**src/rtl/frac_pkg.sv**
```systemverilog
package frac_pkg;
  localparam int unsigned DIGW = 4;
  typedef enum logic {ST_IDLE = 1'b0, ST_RUN = 1'b1} run_st_t;
endpackage

```
**src/rtl/bcd_dbl_digit.sv**
```systemverilog
module bcd_dbl_digit
  import frac_pkg::*;
(
  input  logic [DIGW-1:0] d_i,
  input  logic            cin_i,
  output logic [DIGW-1:0] q_o,
  output logic            cout_o
);
  logic [DIGW:0] sum;

  always_comb begin
    sum    = {d_i, 1'b0} + {{DIGW{1'b0}}, cin_i};
    cout_o = (sum > 5'd9);
    // the +6 wraps modulo 16 and gives the same result as subtracting 10
    q_o    = cout_o ? (sum[DIGW-1:0] + 4'd6) : sum[DIGW-1:0];
  end
endmodule

```
**src/rtl/bcd_doubler.sv**
```systemverilog
module bcd_doubler
  import frac_pkg::*;
#(
  parameter int unsigned NDIG = 4
) (
  input  logic [NDIG*DIGW-1:0] frac_i,
  output logic [NDIG*DIGW-1:0] frac_o,
  output logic                 int_bit_o
);
  logic [NDIG:0] carry;

  assign carry[0] = 1'b0;

  // digit 0 is the least significant digit; the carry runs upward
  for (genvar g = 0; g < NDIG; g++) begin : g_dig
    bcd_dbl_digit u_dig (
      .d_i   (frac_i[g*DIGW +: DIGW]),
      .cin_i (carry[g]),
      .q_o   (frac_o[g*DIGW +: DIGW]),
      .cout_o(carry[g+1])
    );
  end

  assign int_bit_o = carry[NDIG];
endmodule

```
**src/rtl/frac_step_ctr.sv**
```systemverilog
module frac_step_ctr #(
  parameter int unsigned CW = 6
) (
  input  logic          clk,
  input  logic          rst,
  input  logic          load_i,
  input  logic [CW-1:0] limit_i,
  input  logic          dec_i,
  output logic          last_o
);
  logic [CW-1:0] cnt_q;

  always_ff @(posedge clk) begin
    if (rst)         cnt_q <= '0;
    else if (load_i) cnt_q <= limit_i;
    else if (dec_i)  cnt_q <= cnt_q - 1'b1;
  end

  assign last_o = (cnt_q == {{(CW-1){1'b0}}, 1'b1});


  budget_left_chk: assert property (@(posedge clk) disable iff (rst)
    dec_i |-> (cnt_q != '0));

  load_nonzero_chk: assert property (@(posedge clk) disable iff (rst)
    load_i |=> (cnt_q != '0));
endmodule

```
**src/rtl/frac2bin_ser.sv**
```systemverilog
module frac2bin_ser
  import frac_pkg::*;
#(
  parameter int unsigned NDIG = 4,
  parameter int unsigned MAXB = 32,
  localparam int unsigned BW  = NDIG * DIGW,
  localparam int unsigned CW  = $clog2(MAXB + 1)
) (
  input  logic          clk,
  input  logic          rst,
  input  logic          start_i,
  input  logic [BW-1:0] bcd_i,
  input  logic [CW-1:0] prec_i,
  output logic          bit_o,
  output logic          bit_vld_o,
  output logic          done_o,
  output logic          exact_o
);
  localparam logic [CW-1:0] MAXB_C = CW'(MAXB);
  localparam logic [CW-1:0] ONE_C  = CW'(1);

  run_st_t       st_q;
  logic [BW-1:0] dig_q;
  logic [BW-1:0] dig_dbl;
  logic          step_bit;
  logic          dig_zero;
  logic          dbl_zero;
  logic          last_step;
  logic          accept;
  logic          step;
  logic [CW-1:0] limit;

  bcd_doubler #(.NDIG(NDIG)) u_dbl (
    .frac_i   (dig_q),
    .frac_o   (dig_dbl),
    .int_bit_o(step_bit)
  );

  always_comb begin
    if (prec_i == '0)        limit = ONE_C;
    else if (prec_i > MAXB_C) limit = MAXB_C;
    else                     limit = prec_i;
  end

  assign accept   = (st_q == ST_IDLE) && start_i;
  assign dig_zero = (dig_q == '0);
  assign dbl_zero = (dig_dbl == '0);
  assign step     = (st_q == ST_RUN) && !dig_zero;

  frac_step_ctr #(.CW(CW)) u_ctr (
    .clk    (clk),
    .rst    (rst),
    .load_i (accept),
    .limit_i(limit),
    .dec_i  (step),
    .last_o (last_step)
  );

  always_ff @(posedge clk) begin
    if (rst) begin
      st_q      <= ST_IDLE;
      dig_q     <= '0;
      bit_o     <= 1'b0;
      bit_vld_o <= 1'b0;
      done_o    <= 1'b0;
      exact_o   <= 1'b0;
    end else begin
      bit_vld_o <= 1'b0;
      done_o    <= 1'b0;
      exact_o   <= 1'b0;
      if (st_q == ST_IDLE) begin
        if (start_i) begin
          st_q  <= ST_RUN;
          dig_q <= bcd_i;
        end
      end else if (dig_zero) begin
        st_q    <= ST_IDLE;
        done_o  <= 1'b1;
        exact_o <= 1'b1;
      end else begin
        bit_o     <= step_bit;
        bit_vld_o <= 1'b1;
        dig_q     <= dig_dbl;
        if (dbl_zero || last_step) begin
          st_q    <= ST_IDLE;
          done_o  <= 1'b1;
          exact_o <= dbl_zero;
        end
      end
    end
  end

  function automatic logic bcd_legal(input logic [BW-1:0] w);
    logic ok;
    ok = 1'b1;
    for (int i = 0; i < NDIG; i++)
      if (w[i*DIGW +: DIGW] > 4'd9) ok = 1'b0;
    return ok;
  endfunction


  bcd_input_chk: assert property (@(posedge clk) disable iff (rst)
    accept |-> bcd_legal(bcd_i));

  done_pulse_chk: assert property (@(posedge clk) disable iff (rst)
    done_o |=> !done_o);

  exact_with_done_chk: assert property (@(posedge clk) disable iff (rst)
    exact_o |-> done_o);

  vld_from_run_chk: assert property (@(posedge clk) disable iff (rst)
    bit_vld_o |-> $past(st_q == ST_RUN));

  busy_hold_chk: assert property (@(posedge clk) disable iff (rst)
    ((st_q == ST_RUN) && start_i && !done_o) |=> (st_q == ST_RUN) || done_o);

  done_ends_run_chk: assert property (@(posedge clk) disable iff (rst)
    done_o |-> (st_q == ST_IDLE));
endmodule

```
**config.mk**
```make
export PLATFORM = sky130hd
export DESIGN_NAME = frac2bin_ser
export DESIGN_NICKNAME = d
export VERILOG_FILES = /design/src/rtl/frac_pkg.sv /design/src/rtl/bcd_dbl_digit.sv /design/src/rtl/bcd_doubler.sv /design/src/rtl/frac_step_ctr.sv /design/src/rtl/frac2bin_ser.sv
export SDC_FILE = /design/constraint.sdc
export NUM_CORES = 1
export LEC_CHECK = 0
export BUFFER_PORTS_ARGS = -buffer_cell sky130_fd_sc_hd__buf_2
export CORE_UTILIZATION = 30
export DETAILED_ROUTE_END_ITERATION = 8
export GPL_TIMING_DRIVEN = 0
export MAX_ROUTING_LAYER = met4
export PLACE_DENSITY_LB_ADDON = 0.05
export SLEW_MARGIN = 25
export SYNTH_ARGS = -nofsm -noshare
export SYNTH_HDL_FRONTEND = slang
export SYNTH_SLANG_ARGS = --single-unit
export TNS_END_PERCENT = 5
```
**constraint.sdc**
```tcl
create_clock -name clk -period 3.8 [get_ports clk]
set_input_delay 0.38 -clock clk [delete_from_list [all_inputs] [get_ports clk]]
set_output_delay 0.38 -clock clk [all_outputs]
set_load 0.02 [all_outputs]
```
# ---- Yosys cells after proc, flatten, opt, wreduce, memory -nomap -nowiden
# Cells that the tools add are included.
dict set report classes {
  addsub 8
  n_mul 0
  div_mod_pow 0
  order_cmp 5
  n_eq_ne 2
  shift 0
  mux 20
  bitwise_logic 2
  n_reduce_logical 12
}
# op n
set op_table {}
lappend op_table {{$mux W16} 3}
lappend op_table {{$logic_not A16 Y1} 2}
lappend op_table {{$mux W6} 4}
lappend op_table {{$gt A5 B4 Y1 const B} 4}
lappend op_table {{$add A4 B3 Y4 const B} 4}
lappend op_table {{$mux W4} 4}
lappend op_table {{$add A5 B1 Y5} 3}
lappend op_table {{$mux W1} 9}
lappend op_table {{$eq A6 B1 Y1 const B} 1}
lappend op_table {{$gt A6 B6 Y1 const B} 1}
lappend op_table {{$logic_not A6 Y1} 1}
lappend op_table {{$sub A6 B1 Y6 const B} 1}
lappend op_table {{$reduce_and A2 Y1} 2}
lappend op_table {{$reduce_bool A2 Y1} 2}
lappend op_table {{$logic_and A1 B1 Y1} 2}
lappend op_table {{$ne A2 B2 Y1 const B} 1}
lappend op_table {{$not A1 Y1} 2}
lappend op_table {{$reduce_or A2 Y1} 1}
lappend op_table {{$logic_not A1 Y1} 1}
lappend op_table {{$logic_or A1 B1 Y1} 1}
dict set report totals {
  ff_bits 27
  latch_bits 0
  ram_bits 0
  mem_bits_ro 0
  out_inout_bits 4
  elab_cells 56
  mem_count 0
}

# ---- Depth between registers and ports, before layout
# Gate-level depths: netlist of the first run.
dict set report logic_depth {
  word_depth 13
  ltp_mapped 10
  ltp_nobuf 10
}

# ---- Modules after synthesis
# Synthesis of the first run repeated with hierarchy kept, for this count alone.
dict set report unflattened {
  cells_unflattened 190
  hier_area_um2 1774.2
}
# mod instances cells_per_inst area_each_um2 seq_area_each_um2
set modules_own_cells {}
lappend modules_own_cells {frac2bin_ser 1 90 999.7 420.4}
lappend modules_own_cells {bcd_dbl_digit 4 15 106.4 0.0}
lappend modules_own_cells {frac_step_ctr 1 39 345.3 120.1}
lappend modules_own_cells {bcd_doubler 1 1 3.8 0.0}

# ---- Worst setup path before layout of the first run
# No wires, ideal clock.
dict set report synth_timing {
  kind {register -> register}
  from {register dig_q[0]}
  to {register st_q}
  setup_ns 0.128
  arrival_time_ns 2.211
  slack_ns 1.462
  stages_incl_launch_ff 11
  n_path_buf 0
  period_less_slack_ns 2.338
  path_cell_list {dfxtp_1 -> inv_1 -> ha_1 -> nor2b_4 -> or4_1 -> o21a_1 -> or4_4 -> a21oi_2 -> nand2_1 -> o211a_1 -> o2bb2ai_1}
}
dict set report synth_between {
  elab_chain_len 13
  elab_cells_between_ends 21
}
# element line_no
set synth_lines {}
lappend synth_lines {{start, declared} frac2bin_ser.sv:23} ;# logic [BW-1:0] dig_q;
lappend synth_lines {{start signal, assigned} frac2bin_ser.sv:74} ;# dig_q <= bcd_i;
lappend synth_lines {{start signal, assigned} frac2bin_ser.sv:83} ;# dig_q <= dig_dbl;
lappend synth_lines {{$gt A5 B4 Y1} bcd_dbl_digit.sv:13} ;# cout_o = (sum > 5'd9);
lappend synth_lines {{$add A5 B1 Y5} bcd_dbl_digit.sv:12} ;# sum = {d_i, 1'b0} + {{DIGW{1'b0}}, cin_i};
lappend synth_lines {{$gt A5 B4 Y1} bcd_dbl_digit.sv:13}
lappend synth_lines {{$add A5 B1 Y5} bcd_dbl_digit.sv:12}
lappend synth_lines {{$gt A5 B4 Y1} bcd_dbl_digit.sv:13}
lappend synth_lines {{$add A5 B1 Y5} bcd_dbl_digit.sv:12}
lappend synth_lines {{$add A4 B3 Y4 or $gt A5 B4 Y1 (tied branches)} {bcd_dbl_digit.sv:15, bcd_dbl_digit.sv:13}}
lappend synth_lines {{$mux W4} bcd_dbl_digit.sv:15} ;# q_o = cout_o ? (sum[DIGW-1:0] + 4'd6) : sum[DIGW-1:0];
lappend synth_lines {{$logic_not A16 Y1} frac2bin_ser.sv:47} ;# assign dbl_zero = (dig_dbl == '0);
lappend synth_lines {{$logic_or A1 B1 Y1} frac2bin_ser.sv:84} ;# if (dbl_zero || last_step) begin
lappend synth_lines {{$mux W1} frac2bin_ser.sv:84}
lappend synth_lines {{$mux W1 (*)} frac2bin_ser.sv:76} ;# end else if (dig_zero) begin
lappend synth_lines {{$mux W1 (*)} frac2bin_ser.sv:71} ;# if (st_q == ST_IDLE) begin
lappend synth_lines {{end signal, assigned} frac2bin_ser.sv:73} ;# st_q <= ST_RUN;
lappend synth_lines {{end signal, assigned} frac2bin_ser.sv:77} ;# st_q <= ST_IDLE;
lappend synth_lines {{end signal, assigned} frac2bin_ser.sv:85} ;# st_q <= ST_IDLE;
lappend synth_lines {{end, declared} frac2bin_ser.sv:22} ;# run_st_t st_q;
# Every way passes the cells marked *; elsewhere a longest branch is shown, timed or not.
# A chain may end at the register's enable or synchronous reset.

# ---- Worst setup path in the final report of the first run
dict set report layout_timing {
  from {register dig_q[4]}
  to {register st_q}
}
dict set report layout_between {
  elab_chain_len 12
  elab_cells_between_ends 18
}
# element line_no
set layout_lines {}
lappend layout_lines {{$add A5 B1 Y5} bcd_dbl_digit.sv:12}
lappend layout_lines {{$gt A5 B4 Y1} bcd_dbl_digit.sv:13}
lappend layout_lines {{$add A5 B1 Y5} bcd_dbl_digit.sv:12}
lappend layout_lines {{$gt A5 B4 Y1} bcd_dbl_digit.sv:13}
lappend layout_lines {{$add A5 B1 Y5} bcd_dbl_digit.sv:12}
lappend layout_lines {{$add A4 B3 Y4 or $gt A5 B4 Y1 (tied branches)} {bcd_dbl_digit.sv:15, bcd_dbl_digit.sv:13}}
lappend layout_lines {{$mux W4} bcd_dbl_digit.sv:15}
lappend layout_lines {{$logic_not A16 Y1} frac2bin_ser.sv:47}
lappend layout_lines {{$logic_or A1 B1 Y1} frac2bin_ser.sv:84}
lappend layout_lines {{$mux W1} frac2bin_ser.sv:84}
lappend layout_lines {{$mux W1 (*)} frac2bin_ser.sv:76}
lappend layout_lines {{$mux W1 (*)} frac2bin_ser.sv:71}
# Marked as above.

==> results of run 1 <==
[cell usage in the layout (no fill, tap or decap), drive strengths merged, types with 2 or more instances in the layout]
master,n
dfxtp,27
nand2,17
a211oi,9
or4,3
clkbuf,11
and2,2
a311oi,2
nand3,4
nor3b,6
o21ai,16
nor4,4
o211ai,8
nand2b,5
o311ai,3
nor2,23
xnor2,4
a21oi,22
o21a,3
mux2i,5
buf,31
or3,3
inv,18
nor3,5
xor2,3
ha,9
[flip-flops by register name, summed over array words and instances (netlist names)]
signal and count:
st_q 1, bit_vld_o 1, exact_o 1, bit_o 1
done_o 1, dig_q 16, u_ctr.cnt_q 6
[kinds of logic (layout without fill, tap and decap cells)]
group | Yosys count | after routing | synth area share [%]
XOR/XNOR | 7 | 7 | 3.46
adder cells (fa/ha/maj) | 9 | 9 | 6.35
AO/OA/AOI/OAI | 72 | 72 | 27.6
AND/OR/NAND/NOR | 76 | 76 | 22.4
multiplexers | 5 | 5 | 2.82
buffers and inverters | 30 | 61 | 6.92
flip-flops | 27 | 27 | 30.5
[per-layer routing]
metal	GRT usage, %	vias to the layer above
met2	27.2	29
met4	5.27	0
met3	2.30	7
met1	23.2	769
met5	-	-
li1	-	877
[power by group]
part	total (W)	internal, W	switching [W]
combinational	0.000482	0.000196	0.000285
sequential	0.000391	0.000335	0.0000557
clock	0.000178	0.0000739	0.000104
total	0.00105	0.000605	0.000445
[per-stage QoR]
step	area, sq um	std cells
after detailed placement	2000	325
after CTS	2040	329
after floorplan	1770	226
after global routing	2040	329
final	2040	329
after global placement	2000	325
[critical path, stage by stage (launching register included)]
cell       delay, ns
dfxtp_1         0.36
inv_1           0.13
ha_1            0.23
inv_1           0.06
o311a_2         0.40
a21oi_4         0.29
a21oi_2         0.12
o221a_2         0.33
o21a_1          0.13
o211a_1         0.28
o2bb2ai_1       0.14
[worst paths after layout]
kind,from,to,slack (ns),cells after the start
max,dig_q[4],st_q,1.21,10
min,bcd_i[2],dig_q[2],0.36,3
max reg2reg,dig_q[4],st_q,1.21,10
min reg2reg,bit_o,bit_o,0.51,2
[layout make-up]
class	instances	area, sq um
Clock buffer	3	41.3
Fill cell	648	3560
Buffer	12	55.1
Multi-Input combinational cell	169	1110
Inverter	18	67.6
Clock inverter	1	5.00
Timing Repair Buffer	27	135
Sequential cell	27	541
Tap cell	72	90.1
==> metrics.yaml, run 1 <==
cp-end-kind: "flip-flop"
vias: 1682
p_per_area_mw_per_mm2: 514
clockBufferDepth: 2
power.total_w: 0.00105
synth_area_leaders: "dfxtp_1 30%, ha_1 6.4%, nor2_1 4.9%"
peakVddDrop_mv: 0.151
wl_met2_microns: 2220
die_w_microns: 78.9
rsz0062_at_grt: "false"
drive_gt1_share_pct: 17.5
fmax_ghz: 0.387
period_needed_ns: 2.59
critPathMaxFanout: 7
place_hpwl_microns: 3580
timing.hold.ws_ns: 0.359
skew_ns: 0.00473
finalMaxSlewViolations: 0
cts_resized: 0
yosys.area.top_type: "dfxtp_1"
drc: 0
grt_start_max_net_pins: 16
insertedDiodeCount: 0
finalSetupViolCount: 0
status: "finished, final reports clean"
ys_seq_area_share_pct: 30.5
io_pins: 29
core_sq_mm: 0.00561
syn_inst: 226
cts_root_buf: "clkbuf_8"
syn2layout_area_growth_pct: 15.3
top_layer: "met4"
place_congestion: 0.788
die_h_microns: 78.9
rows: 27
min_period_over_period_pct: 68.1
drtIter0Drc: 74
report.final.hold_viol_count: 0
postCtsSetupRepairBufs: 0
wl_met1_microns: 2460
arrival_ns: 2.75
clkSlewWorstSetupHoldPaths_ns: 0.11
fin_util_pct: 36.5
avgSynthCellArea_sq_um: 7.84
crit_type: "flip-flop to flip-flop"
synth_nets: 260
drt-pass1-iter-count: 4
clock_latency_ns: 0.28
hp-class: "primary input to flip-flop"
drv_cap: 0
crit_path_start_kind: "flip-flop"
syn_area_sq_mm: 0.00177
io_buffer_count: 27
tns_ns: 0
yosys_warnings: 0
worstPathRequired_ns: 3.96
pre_cts_slack_ns: 1.24
finalWorstSetupSlack_ns: 1.21
tightest_slew_ns: 0.627
synthTopCellsByCount: "27 x dfxtp_1, 23 x nor2_1, 18 x inv_1"
grt_overflow: 0
htree_levels: 1
grt_use_total_pct: 17.3
ant_nets: 0
cts.sinks: 27
viasPerCell: 5.11
wire_per_inst_microns: 15.0
grt_pass1_wl_microns: 8090
start_util_pct: 31.6
die_area_sq_mm: 0.00622
p_leak_nw: 0.789
wl_met3_microns: 187
post-synth-top-count-cell: "dfxtp_1"
wl_microns: 4930
grt_antenna_before_repair: 0
nets: 292
synth_top_area_share_pct: 30.5
cts_tree: "done"
synth_edf_count: 0
synth_seq_cells: 27
grt_pass1_vias: 1622
ys_types: 45
async_flop_share_pct: 0
cts_made_buffers: 3
maxSlewHeadroom_pct: 58.2
synth_ff_type: "dfxtp_1"
ctsHoldBuffers: 0
(Power assumes the default switching activity.)
==> run 2: changes to the inputs <==
clock period = 2.6 ns   (was 3.8 ns; I/O delays follow)
==> run 2 against run 1 <==
Sequential share of layout area decreased by 0.43 points. Maximum frequency increased by 4.2%. Power increased by 49%. Clock power increased by 46%. Critical path depth unchanged. Die area unchanged. Critical endpoint unchanged. Highest routed layer unchanged.
==> metrics.yaml, run 2 (synthesis gave the netlist of run 1 again) <==
die_w_microns: 78.9  # unchanged
die_h_microns: 78.9  # unchanged
crit_type: "flip-flop to flip-flop"
place_hpwl_microns: 3580  # unchanged
fmax_ghz: 0.403  # +4.2%
final_common_cell: "buf_2"
power_frac_seq_pct: 36.6  # -0.6 points
nets: 294  # +0.68%
die_area_sq_mm: 0.00622  # unchanged
tightest_slew_ns: 0.625  # -0.00212 ns
status: "finished, final reports clean"
slowest_stage: "o311a_2"
grt_pass1_wl_microns: 8090  # unchanged
clkSlewWorstSetupHoldPaths_ns: 0.11  # about the same
io_buffer_count: 27  # unchanged
p_comb_share_pct: 46.9  # +1.0 points
finalSetupViolCount: 0  # unchanged
r2r_slack_ns: 0.12  # -1.10 ns
skew_ns: 0.00764  # +0.00291 ns
cts_made_buffers: 3  # unchanged
period_needed_ns: 2.48  # -0.104 ns
timing.hold.ws_ns: 0.237  # -0.121 ns
min_period_over_period_pct: 95.5  # +27 points
io_pins: 29  # unchanged
place_congestion: 0.788  # unchanged
cp-end-kind: "flip-flop"
p_leak_nw: 0.801  # +1.5%
finalMaxSlewViolations: 0  # unchanged
cts_tree: "done"
drtIter0Drc: 76  # +2.7%
report.final.hold_viol_count: 0  # unchanged
syn2layout_area_growth_pct: 17.5
hp-class: "primary input to flip-flop"
rows: 27  # unchanged
switching_share_pct: 42.2  # -0.19 points
vias: 1679  # -0.18%
worstReg2RegEnd: "st_q"
p_per_area_mw_per_mm2: 750  # +46%
regMostFlops: "dig_q"
clockBufferDepth: 2  # unchanged
clock_latency_ns: 0.28  # about the same
grt_antenna_before_repair: 0  # unchanged
grt_overflow: 0  # unchanged
core_sq_mm: 0.00561  # unchanged
cts_root_buf: "clkbuf_8"
grt_pass1_vias: 1622  # unchanged
crit_path_start_kind: "flip-flop"
wl_microns: 4970  # +0.81%
max_stage_delay_ns: 0.40  # about the same
maxSlewHeadroom_pct: 58.3  # +0.14 points
fillerInstances: 645  # -0.46%
arrival_ns: 2.65  # -0.10 ns
ctsHoldBuffers: 0  # unchanged
min_path_cells: 3  # unchanged
top_regs: "dig_q: 16 flops, u_ctr.cnt_q: 6 flops"
worstPathRequired_ns: 2.76  # -1.20 ns
drv_cap: 0  # unchanged
reg2regPathDepth: 10  # unchanged
peakVddDrop_mv: 0.223  # +47%
start_util_pct: 31.6  # unchanged
hp-start: "bcd_i[0]"
cpMostUsedCell: "inv_1"
drt-pass1-iter-count: 5  # +1
largest_reg_flops: 16  # unchanged
power.total_w: 0.00156  # +49%
layout_common_cells: "29 x buf_2, 26 x dfxtp_1, 23 x nor2_1"
insertedDiodeCount: 0  # unchanged
drive_gt1_share_pct: 19.7  # +2.2 points
clockPowerShare_pct: 16.6  # -0.3 points
internal-power_w: 0.000903  # +49%
worstHoldEndpoint: "dig_q[0]"
htree_levels: 1  # unchanged
crit_chain: "inv_1 > ha_2 > inv_1 > o311a_2 > a21oi_4 > a21oi_2 > o221a_2 > o21a_1 > o211a_1 > o2bb2ai_1"
cts.sinks: 27  # unchanged
drc: 0  # unchanged
timing.rr.start: "dig_q[5]"
grt_use_total_pct: 17.3  # unchanged
switchingPower_w: 0.000660  # +48%
viasPerCell: 5.07  # -0.78%
grt_start_max_net_pins: 16  # unchanged
ant_nets: 0  # unchanged
wire_per_inst_microns: 15.0  # +0.20%
critPathMaxFanout: 6  # -1
## run 2: cell count changes in the layout (fill, tap and decap cells not counted)
cell	before	now
dfxtp_2	0	1
ha_4	0	1
a21oi_4	1	2
buf_4	0	2
dfxtp_1	27	26
a21oi_2	4	3
ha_2	0	1
inv_2	0	1
inv_1	18	17
ha_1	9	7
## run 2: routing by layer
metal	track usage, %	part of all wire (%)
met3	2.30	4.5
met2	27.2	45
met1	23.2	50
met5	-	0
met4	5.27	1.1
## run 2: worst max-delay path by stage
stage / start / endpoint / cells past startpoint
floorplan: dig_q[0] / st_q / 10
global placement: dig_q[4] / st_q / 10
detailed placement: dig_q[0] / st_q / 10
CTS: dig_q[4] / st_q / 10
global route: dig_q[12] / dig_q[9] / 9
finish: dig_q[5] / st_q / 10
## run 2: area by class of cell
type / count / area [sq um] / area share [%]
inverters: 18 / 67.6 / 3.24
multi-input cells: 169 / 1130 / 54.4
clock inverters: 1 / 5.00 / 0.240
flip-flops and latches: 27 / 542 / 26.0
repair buffers: 29 / 150 / 7.21
plain buffers: 12 / 55.1 / 2.64
well taps: 72 / 90.1 / 4.32
clock buffers: 3 / 41.3 / 1.98
## run 2: per-stage QoR
step	cell area (sq um)	setup TNS [ns]	std cells	setup WS (ns)	util, %
after floorplan	1770	0	226	0.262	-
after global placement	2000	-0.00690	325	-0.00690	35.6
after detailed placement	2000	0	325	0.0378	35.6
after CTS	2040	0	329	0.0162	36.5
after global routing	2080	-0.0768	331	-0.0328	37.1
final	2080	0	331	0.118	37.1
## run 2: worst max-delay path: cells and delay by family (launching register included)
kind	cells	cell delay, ns
AO/OA/AOI/OAI	7	1.62
buffers and inverters	2	0.20
flip-flops	1	0.32
adder cells (fa/ha/maj)	1	0.24
## run 2: repair_timing
item                       4_1_cts  5_1_grt
resized for setup                0        6
buffers inserted                 0        2
setup endpoints to repair        0       10
## run 2: power groups by stage
stage	logic [W]	clock network [W]	registers, W
after detailed placement	0.000702	0	0.000579
final	0.000733	0.000259	0.000572
after floorplan	0.000530	0	0.000566
after global routing	0.000824	0.000286	0.000585
after CTS	0.000708	0.000271	0.000569
after global placement	0.000715	0	0.000582
==> run 3: changes to the inputs <==
MAX_ROUTING_LAYER = unset   (was met4)
==> run 3 against run 2 <==
Register-to-register slack hardly changed. Cell count stayed put. Clock power hardly changed. Worst hold slack hardly changed. Core utilization stayed put. First-iteration DRC count is 1.3% higher. Flip-flop and latch count stayed put. Via count is 0.12% lower. Critical path type unchanged. Largest power group unchanged.
==> metrics.yaml, run 3 (synthesis gave the netlist of run 1 again) <==
status: "finished, final reports clean"
vias: 1677  # -0.12%
clock_latency_ns: 0.28  # about the same
p_comb_share_pct: 46.9  # about the same
cts.sinks: 27  # unchanged
crit_chain: "inv_1 > ha_2 > inv_1 > o311a_2 > a21oi_4 > a21oi_2 > o221a_2 > o21a_1 > o211a_1 > o2bb2ai_1"
maxSlewHeadroom_pct: 58.4  # +0.067 points
die_h_microns: 78.9  # unchanged
regArea_sq_um: 542  # unchanged
skew_ns: 0.00788  # +0.000236 ns
cp-end-kind: "flip-flop"
tns_ns: 0  # unchanged
cts_tree: "done"
grt_overflow: 0  # unchanged
timing.rr.start: "dig_q[5]"
critPathBufInv: 2  # unchanged
cts_root_buf: "clkbuf_8"
hp-class: "primary input to flip-flop"
finalWorstSetupSlack_ns: 0.118  # +0.000286 ns
rows: 27  # unchanged
reg2regPathDepth: 10  # unchanged
io_pins: 29  # unchanged
switching_share_pct: 42.2  # about the same
switchingPower_w: 0.000659  # -0.18%
regMostFlops: "dig_q"
drtIter0Drc: 77  # +1.3%
grt_start_max_net_pins: 16  # unchanged
power_frac_seq_pct: 36.6  # about the same
internal-power_w: 0.000903  # about the same
clockPowerShare_pct: 16.5  # about the same
crit_path_start_kind: "flip-flop"
io_buffer_count: 27  # unchanged
top_regs: "dig_q: 16 flops, u_ctr.cnt_q: 6 flops"
cpMostUsedCell: "inv_1"
worstReg2RegEnd: "st_q"
tightest_slew_ns: 0.624  # -0.00101 ns
crit_type: "flip-flop to flip-flop"
period_needed_ns: 2.48  # -0.000286 ns
place_hpwl_microns: 3580  # unchanged
grt_antenna_before_repair: 0  # unchanged
worstHoldEndpoint: "dig_q[0]"
p_leak_nw: 0.801  # unchanged
largest_reg_flops: 16  # unchanged
layout_common_cells: "29 x buf_2, 26 x dfxtp_1, 23 x nor2_1"
timing.hold.ws_ns: 0.237  # -0.000304 ns
die_area_sq_mm: 0.00622  # unchanged
pre_cts_slack_ns: 0.0378  # unchanged
critPathTopFamily: "compound AO/OA/AOI/OAI gates"
grt_use_total_pct: 16.9  # -0.46 points
p_per_area_mw_per_mm2: 750  # about the same
peakVddDrop_mv: 0.222  # -0.51%
viasPerCell: 5.07  # -0.12%
r2r_slack_ns: 0.12  # about the same
slowest_stage: "o311a_2"
htree_levels: 1  # unchanged
drt-pass1-iter-count: 4  # -1
grt_pass1_wl_microns: 8090  # unchanged
clockBufferDepth: 2  # unchanged
grt_pass1_vias: 1622  # unchanged
final_common_cell: "buf_2"
drv_cap: 0  # unchanged
multi_input_area_sq_mm: 0.00113  # unchanged
min_period_over_period_pct: 95.4  # about the same
core_sq_mm: 0.00561  # unchanged
place_congestion: 0.778  # -1.3%
finalSetupViolCount: 0  # unchanged
worstPathRequired_ns: 2.76  # about the same
ant_nets: 0  # unchanged
critPathMaxFanout: 6  # unchanged
nets: 294  # unchanged
drive_gt1_share_pct: 19.7  # unchanged
ctsHoldBuffers: 0  # unchanged
arrival_ns: 2.65  # about the same
clkSlewWorstSetupHoldPaths_ns: 0.11  # about the same
fmax_ghz: 0.403  # about the same
finalMaxSlewViolations: 0  # unchanged
min_path_cells: 3  # unchanged
syn2layout_area_growth_pct: 17.5  # unchanged
cts_made_buffers: 3  # unchanged
wl_microns: 4970  # about the same
start_util_pct: 31.6  # unchanged
hp-start: "bcd_i[0]"
wire_per_inst_microns: 15.0  # about the same
die_w_microns: 78.9  # unchanged
max_stage_delay_ns: 0.40  # about the same
report.final.hold_viol_count: 0  # unchanged
drc: 0  # unchanged
fillerInstances: 645  # unchanged
insertedDiodeCount: 0  # unchanged
## run 3: how the worst max path moves through the flow
stage | startpoint | end | cells after the start
after global placement | dig_q[4] | st_q | 10
after floorplan | dig_q[0] | st_q | 10
after detailed placement | dig_q[0] | st_q | 10
after CTS | dig_q[4] | st_q | 10
after global routing | dig_q[12] | dig_q[9] | 9
final | dig_q[5] | st_q | 10
## run 3: repair_timing
item,4_1_cts,5_1_grt
resized for setup,0,6
buffers inserted,0,2
setup endpoints to repair,0,10
## run 3: final cells by class
cell class | instances | share of cell area [%]
clock inverters | 1 | 0.240
clock buffers | 3 | 1.98
inverters | 18 | 3.24
plain buffers | 12 | 2.64
repair buffers | 29 | 7.21
well taps | 72 | 4.32
multi-input cells | 169 | 54.4
flip-flops and latches | 27 | 26.0
## run 3: metrics by stage
step                util, %  power [W]  instances  area [sq um]
floorplan                 -    0.00110        226          1770
global placement       35.6    0.00130        325          2000
detailed placement     35.6    0.00128        325          2000
CTS                    36.5    0.00155        329          2040
global route           37.1    0.00169        331          2080
finish                 37.1    0.00156        331          2080
## run 3: worst reg2reg max path: stages (launching register included)
cell       delay [ns]
dfxtp_1          0.32
inv_1            0.15
ha_2             0.24
inv_1            0.05
o311a_2          0.40
a21oi_4          0.22
a21oi_2          0.12
o221a_2          0.33
o21a_1           0.13
o211a_1          0.28
o2bb2ai_1        0.14
## run 3: power groups by stage
| stage | Clock [W] | Combinational [W] | Sequential [W] |
|---|---|---|---|
| after floorplan | 0 | 0.000530 | 0.000566 |
| after global placement | 0 | 0.000715 | 0.000582 |
| after detailed placement | 0 | 0.000702 | 0.000579 |
| after CTS | 0.000271 | 0.000708 | 0.000569 |
| after global routing | 0.000286 | 0.000824 | 0.000585 |
| final | 0.000257 | 0.000733 | 0.000572 |
## run 3: layer usage
layer / vias to the layer above / GRT usage, % / part of all wire [%]
met1: 757 / 23.0 / 50
met4: 0 / 5.27 / 1.1
met3: 7 / 2.53 / 4.5
met5: - / 0 / 0
li1: 882 / - / -
met2: 31 / 27.2 / 44
